**src/rtl/irq_route_pkg.sv**
```systemverilog
package irq_route_pkg;

    // Routing entry layout. The delivery engine decodes these positions.
    localparam int RTE_W     = 64;
    localparam int VEC_W     = 8;
    localparam int DS_BIT    = 12;
    localparam int RIRR_BIT  = 14;
    localparam int TRIG_BIT  = 15;
    localparam int MASK_BIT  = 16;

    typedef logic [RTE_W-1:0] rte_t;

    // Bits software may write: vector, delivery mode, destination mode,
    // polarity, trigger mode, mask and destination.
    localparam rte_t RTE_RW_MASK = 64'hFFFF_0000_0001_AFFF;
    localparam rte_t RTE_RESET   = rte_t'(1) << MASK_BIT;

    // Internal index values
    localparam logic [7:0] IDX_IDENT = 8'h00;
    localparam logic [7:0] IDX_CAPS  = 8'h01;
    localparam logic [7:0] IDX_TABLE = 8'h10;

    // Identity field placement
    localparam int IDENT_LSB = 24;
    localparam int IDENT_W   = 4;

    typedef struct packed {
        logic       is_ident;
        logic       is_caps;
        logic       is_table;
        logic       upper;
        logic [7:0] entry;
    } idx_dec_t;

endpackage

```
**src/rtl/irq_route_decode.sv**
```systemverilog
module irq_route_decode
    import irq_route_pkg::*;
#(
    parameter int N = 24
) (
    input  logic [7:0] idx,
    output idx_dec_t   dec
);
    logic [7:0] rel;

    always_comb begin
        rel          = idx - IDX_TABLE;
        dec          = '0;
        dec.is_ident = (idx == IDX_IDENT);
        dec.is_caps  = (idx == IDX_CAPS);
        dec.is_table = (idx >= IDX_TABLE) && (int'(rel[7:1]) < N);
        dec.upper    = rel[0];
        dec.entry    = {1'b0, rel[7:1]};
    end

endmodule

```
**src/rtl/irq_route_entry.sv**
```systemverilog
module irq_route_entry
    import irq_route_pkg::*;
#(
    parameter int CNT_W       = 14,
    parameter int STORM_LIMIT = 10000
) (
    input  logic             clk,
    input  logic             rst_n,
    input  logic             wr_lo,
    input  logic             wr_hi,
    input  logic [31:0]      wdata,
    input  logic             eoi_fire,
    input  logic [VEC_W-1:0] eoi_vec,
    input  logic             rirr_set,
    input  logic             dlv_pend,
    output rte_t             rte,
    output logic             storm
);
    typedef struct packed {
        rte_t             rte;
        logic [CNT_W-1:0] cnt;
    } ent_st_t;

    ent_st_t st_d, st_q;
    rte_t    merged;
    logic    eoi_match;

    always_comb begin
        st_d   = st_q;
        merged = st_q.rte;
        if (wr_lo) merged[31:0]  = wdata;
        if (wr_hi) merged[63:32] = wdata;
        if (wr_lo || wr_hi) begin
            st_d.rte = (merged & RTE_RW_MASK) | (st_q.rte & ~RTE_RW_MASK);
            st_d.cnt = '0;
        end
        st_d.rte[DS_BIT] = dlv_pend;

        eoi_match = eoi_fire && st_q.rte[TRIG_BIT] && st_q.rte[RIRR_BIT]
                    && (st_q.rte[VEC_W-1:0] == eoi_vec);
        if (eoi_match) begin
            st_d.rte[RIRR_BIT] = 1'b0;
            if (st_d.cnt != '1) st_d.cnt = st_d.cnt + 1'b1;
        end
        if (rirr_set && st_d.rte[TRIG_BIT]) st_d.rte[RIRR_BIT] = 1'b1;
        if (!st_d.rte[TRIG_BIT])            st_d.rte[RIRR_BIT] = 1'b0;
    end

    always_ff @(posedge clk) begin
        if (!rst_n) begin
            st_q.rte <= RTE_RESET;
            st_q.cnt <= '0;
        end else begin
            st_q <= st_d;
        end
    end

    assign rte   = st_q.rte;
    assign storm = (st_q.cnt >= CNT_W'(STORM_LIMIT));

endmodule

```
**src/rtl/irq_route_regs.sv**
```systemverilog
module irq_route_regs
    import irq_route_pkg::*;
#(
    parameter int              N           = 24,
    parameter logic [7:0]      VERSION     = 8'h20,
    parameter int              STORM_LIMIT = 10000,
    parameter int              ADDR_W      = 8,
    parameter logic [ADDR_W-1:0] SEL_OFF   = 'h00,
    parameter logic [ADDR_W-1:0] WIN_OFF   = 'h10,
    parameter logic [ADDR_W-1:0] EOI_OFF   = 'h40
) (
    input  logic              clk,
    input  logic              rst_n,
    input  logic              bus_valid,
    input  logic              bus_write,
    input  logic [ADDR_W-1:0] bus_addr,
    input  logic [3:0]        bus_be,
    input  logic [31:0]       bus_wdata,
    output logic [31:0]       bus_rdata,
    input  logic [N-1:0]      rirr_set,
    input  logic [N-1:0]      dlv_pend,
    output logic [N*64-1:0]   rte_flat,
    output logic              eoi_valid,
    output logic [7:0]        eoi_vector,
    output logic [N-1:0]      storm
);
    localparam bit          HAS_EOI  = (VERSION == 8'h20);
    localparam int          CNT_W    = $clog2(STORM_LIMIT + 1);
    localparam int          IDXS_W   = (N > 1) ? $clog2(N) : 1;
    localparam logic [31:0] CAPS_WORD = {8'h00, 8'(N - 1), 8'h00, VERSION};

    if (VERSION != 8'h11 && VERSION != 8'h20) begin : g_bad_version
        $error("irq_route_regs: VERSION must be 8'h11 or 8'h20");
    end

    typedef struct packed {
        logic [7:0]         idx;
        logic [IDENT_W-1:0] ident;
        logic [31:0]        rdata;
        logic               eoi_v;
        logic [7:0]         eoi_vec;
    } top_st_t;

    top_st_t  st_d, st_q;
    idx_dec_t dec;
    rte_t     rte_arr [N];
    logic     hit_sel, hit_win, hit_eoi, win_wr, eoi_fire;
    logic [N-1:0] wr_lo, wr_hi;
    rte_t     rd_rte;

    irq_route_decode #(.N(N)) u_decode (
        .idx (st_q.idx),
        .dec (dec)
    );

    assign hit_sel  = bus_valid && (bus_addr == SEL_OFF);
    assign hit_win  = bus_valid && (bus_addr == WIN_OFF);
    assign hit_eoi  = bus_valid && (bus_addr == EOI_OFF);
    assign win_wr   = hit_win && bus_write;
    assign eoi_fire = HAS_EOI && hit_eoi && bus_write && (bus_be == 4'hF);

    for (genvar k = 0; k < N; k++) begin : g_entry
        assign wr_lo[k] = win_wr && dec.is_table && !dec.upper && (dec.entry == 8'(k));
        assign wr_hi[k] = win_wr && dec.is_table &&  dec.upper && (dec.entry == 8'(k));

        irq_route_entry #(
            .CNT_W       (CNT_W),
            .STORM_LIMIT (STORM_LIMIT)
        ) u_entry (
            .clk      (clk),
            .rst_n    (rst_n),
            .wr_lo    (wr_lo[k]),
            .wr_hi    (wr_hi[k]),
            .wdata    (bus_wdata),
            .eoi_fire (eoi_fire),
            .eoi_vec  (bus_wdata[7:0]),
            .rirr_set (rirr_set[k]),
            .dlv_pend (dlv_pend[k]),
            .rte      (rte_arr[k]),
            .storm    (storm[k])
        );

        assign rte_flat[k*64 +: 64] = rte_arr[k];
    end

    assign rd_rte = rte_arr[dec.entry[IDXS_W-1:0]];

    always_comb begin
        st_d = st_q;

        if (hit_sel && bus_write) st_d.idx = bus_wdata[7:0];
        if (win_wr && dec.is_ident) st_d.ident = bus_wdata[IDENT_LSB +: IDENT_W];

        st_d.eoi_v = eoi_fire;
        if (eoi_fire) st_d.eoi_vec = bus_wdata[7:0];

        if (bus_valid && !bus_write) begin
            st_d.rdata = '0;
            if (hit_sel) begin
                st_d.rdata[7:0] = st_q.idx;
            end else if (hit_win) begin
                if (dec.is_ident) begin
                    st_d.rdata[IDENT_LSB +: IDENT_W] = st_q.ident;
                end else if (dec.is_caps) begin
                    st_d.rdata = CAPS_WORD;
                end else if (dec.is_table) begin
                    st_d.rdata = dec.upper ? rd_rte[63:32] : rd_rte[31:0];
                end
            end
        end
    end

    always_ff @(posedge clk) begin
        if (!rst_n) begin
            st_q <= '0;
        end else begin
            st_q <= st_d;
        end
    end

    assign bus_rdata  = st_q.rdata;
    assign eoi_valid  = st_q.eoi_v;
    assign eoi_vector = st_q.eoi_vec;

endmodule

```
**config.mk**
```make
export PLATFORM = sky130hd
export DESIGN_NAME = irq_route_regs
export DESIGN_NICKNAME = d
export VERILOG_FILES = /design/src/rtl/irq_route_pkg.sv /design/src/rtl/irq_route_decode.sv /design/src/rtl/irq_route_entry.sv /design/src/rtl/irq_route_regs.sv
export SDC_FILE = /design/constraint.sdc
export NUM_CORES = 2
export LEC_CHECK = 0
export ABC_AREA = 1
export BUFFER_PORTS_ARGS = -buffer_cell sky130_fd_sc_hd__clkbuf_2
export CAP_MARGIN = 30
export CORE_AREA = 4 4 666 668
export CTS_CLUSTER_DIAMETER = 200
export CTS_CLUSTER_SIZE = 20
export DETAILED_ROUTE_END_ITERATION = 16
export DIE_AREA = 0 0 670 672
export GPL_ROUTABILITY_DRIVEN = 0
export SYNTH_ARGS = -nofsm -noshare
export SYNTH_HDL_FRONTEND = slang
export SYNTH_HIERARCHICAL = 1
export SYNTH_SLANG_ARGS = --single-unit
```
**constraint.sdc**
```tcl
create_clock -name clk -period 6.28 [get_ports clk]
set_input_delay 1.256 -clock clk [delete_from_list [all_inputs] [get_ports clk]]
set_output_delay 1.256 -clock clk [all_outputs]
set_load 0.01 [all_outputs]
```
==> metrics.md <==
| Metric | Value |
|---|---|
| Status | `completed` |
| 1st-iter DRT viols | `between 10,000 and 15,000` |
| Worst slew margin | `3.100%` |
| Cell Pwr Density | `161.0 mW/mm2` |
| CTS buffer count | `76` |
| Post-synth top area share | `approximately 28%` |
| R2R setup slack | `approximately 1100 ps` |
| Clock slew at reported path FFs | `90 ps` |
| Hold WC Path Type | `register to register` |
| Cell area after synthesis | `about 0.084 mm2` |
| Synth Warn # | `6` |
| Area grow syn2layout | `5.223%` |
| Startpoint Class | `register` |
| Most numerous cell in the Yosys netlist | `nand2_1` |
| Final hold vios | `0` |
| Worst-Skew Late Latency | `880 ps` |
| Largest fanout on the critical path | `32` |
| RSZ-0062 raised after global routing | `false` |
| Sequential fraction of the synthesis area | `28.05%` |
| Clock sinks | `around 1,200` |
| Core Region | `~0.44 mm2` |
| Total global-route track usage | `a little under a quarter` |
| Actual slew at the worst max-slew pin | `1453 ps` |
| H-Tree Level Count | `3` |
| Post-synthesis cell count | `13,350` |
| Postcts setup bufs | `0` |
| Fin util | `20.29%` |
| Top cells by area, synth | `dfxtp_1 (28%), nand2_1 (15%), buf_4 (14%)` |
| Critical Path Sink Type | `register` |
| Leakage power total | `41.16 nW` |
| Pin count of the biggest net entering global routing | `238` |
| Die extent in y | `672 um` |
| Worst EP required | `around 7000 ps` |
| Worst Path Arrival | `5900 ps` |
| Setup violators final | `0` |
| Synthesized flop and latch total | `between 1,000 and 1,500` |
| DR vias/cell | `4.636` |
| Max Clock Freq | `between 0.15 and 0.2 GHz` |
| Final Non-Filler Cells | `19,040` |
| DRT antenna net count | `0` |
| Vias | `88,270` |
| Leading area contributor after synthesis | `dfxtp_1` |
| Dpl cell area | `~0.086 mm2` |
| Fin Setup TNS | `0 ps` |
| Tmin final | `5181 ps` |
| Initial antenna violation count | `170` |
| Routed wire per std cell | `between 20 and 30 um` |
| Input/output buffers | `950` |
| DRT Pass-1 Iters | `7` |
| Die width | `670 um` |
| Dpl cells | `18,870` |
| Hpwl dp | `439,500 um` |
| Max capacitance violation total | `0` |
| Final period utilization | `82.49%` |
| Final net count | `~13,000` |
| FILL cells | `50,200` |
| Post-synth top flop | `dfxtp_1` |
| Hold slack | `451.1 ps` |
| Number of global-route vias before repair | `77,470` |
| DRC errors left | `0` |
| Die area | `approximately 0.45 mm2` |
| Root buffer cell | `clkbuf_16` |
| Fin. max-slew vios | `0` |
| Core Rows | `roughly 240` |
| Share of cells above drive strength 1 | `between 10% and 20%` |
| Storage cell area | `0.02365 mm2` |
| Hold-fix buffers, CTS | `0` |
| CTS tree | `built` |
| DRT Wirelength | `~540,000 um` |
| Post-CTS Resized | `0` |
| Worst IR Drop VDD | `0.1925 mV` |
| Netlist cell types | `46` |
| First-pass GRT wire length | `around 700,000 um` |
| Synth top cells by count | `nand2_1 (3,408), nor2_1 (2,154), buf_4 (1,597)` |
| Clock Tree Buf Depth | `4` |
| Ports | `1,697` |
| Post-route cell area | `a little under 0.09 mm2` |
| Syn avg cell area | `6.314 um2` |
| Clk_skew | `between 80 and 90 ps` |
| Critical path class | `register to register` |
| FFs w/ async S/R, synth | `0%` |
| Grt ovf | `0` |
| Multi-input logic area | `0.04527 mm2` |
| Post-synth EDFFs | `0` |
| Initial Utilization | `roughly a fifth` |
layer usage:
| metal | global-route usage [%] | wire length [um] |
|---|---|---|
| met1 | 26.61 | 201900 |
| met2 | 34.70 | 232900 |
| met3 | 8.782 | 65990 |
| met4 | 14.04 | 39740 |
| met5 | 0 | 446 |
critical path, stage by stage, from the launching register on:
cell      delay [ps]
dfxtp_1          320
inv_1            260
ha_1             350
inv_8            260
clkinv_1         410
nand2_1          550
nor2_1           280
nand2_1          230
nor2_1           100
nor2_2           760
inv_2            200
nor2_1           190
ha_1             260
nand4_4          160
nor2_4           210
nand2_1          100
nor2_2           120
nand3_1           80
nor2_1           150
nor2_1            60
registers in the layout (all words and copies together) (netlist names):
register	flops
eoi_valid	1
g_entry.u_entry/rte	792
eoi_vector	8
bus_rdata	32
st_q	12
g_entry.u_entry/st_q	336
cells in the final DEF, fill, tap and decap left out, types with 34 or more instances in the layout:
master / synthesis / routed
clkbuf_2: 0 / 938
nand2_1: 3408 / 3406
inv_1: 871 / 868
and2_1: 36 / 36
a21oi_1: 449 / 449
inv_2: 36 / 34
dfxtp_1: 1181 / 1178
nand4_1: 164 / 164
o21ai_0: 853 / 853
xor2_1: 72 / 72
conb_1: 25 / 745
diode_2: 0 / 82
nor2_1: 2154 / 2123
a22oi_1: 454 / 454
clkbuf_16: 0 / 76
nand2_2: 51 / 53
xnor2_1: 70 / 70
nor2_2: 104 / 131
buf_4: 1597 / 156
clkinv_1: 79 / 78
nor2_4: 51 / 55
nand3_1: 878 / 878
metrics by stage:
stage               worst slack [ps]  total power [mW]
floorplan                       1680             8.649
detailed placement             990.6             8.717
finish                          1099             14.28
CTS                             1056             13.99
global route                   705.7             14.69
global placement               957.5             8.705
worst paths after layout:
path                               start                           to  cells past startpoint
worst max register to register  st_q[49]  g_entry[3].u_entry/st_q[10]                     19
worst min-delay path            st_q[43]                     st_q[43]                      2
worst max-delay path            st_q[49]  g_entry[3].u_entry/st_q[10]                     19
worst min register to register  st_q[43]                     st_q[43]                      2
report_power, final:
part	total (mW)	switching, mW	internal [mW]
sequential	7.50	0.00996	7.49
clock	5.33	3.10	2.22
combinational	1.45	1.24	0.214
total	14.3	4.35	9.93
final cells by class:
type                            count  share of cell area [%]
Antenna cell                       82                  0.2313
Clock buffer                       77                   2.148
Clock inverter                     11                  0.1495
Sequential cell                  1181                   26.67
Tap cell                         5757                   8.121
Multi-Input combinational cell   9813                   51.03
Timing Repair Buffer             1133                   7.417
Inverter                          989                   4.232
logic make-up after synthesis:
group | after synthesis | synth area share [%]
AND/OR/NAND/NOR | 7036 | 35.64
buffers and inverters | 3077 | 21.61
AO/OA/AOI/OAI | 1864 | 12.73
flip-flops | 1181 | 28.05
XOR/XNOR | 142 | 1.475
adder cells (fa/ha/maj) | 26 | 0.3859
other | 25 | 0.1113
Note: power is estimated with default switching activity, not from simulation.
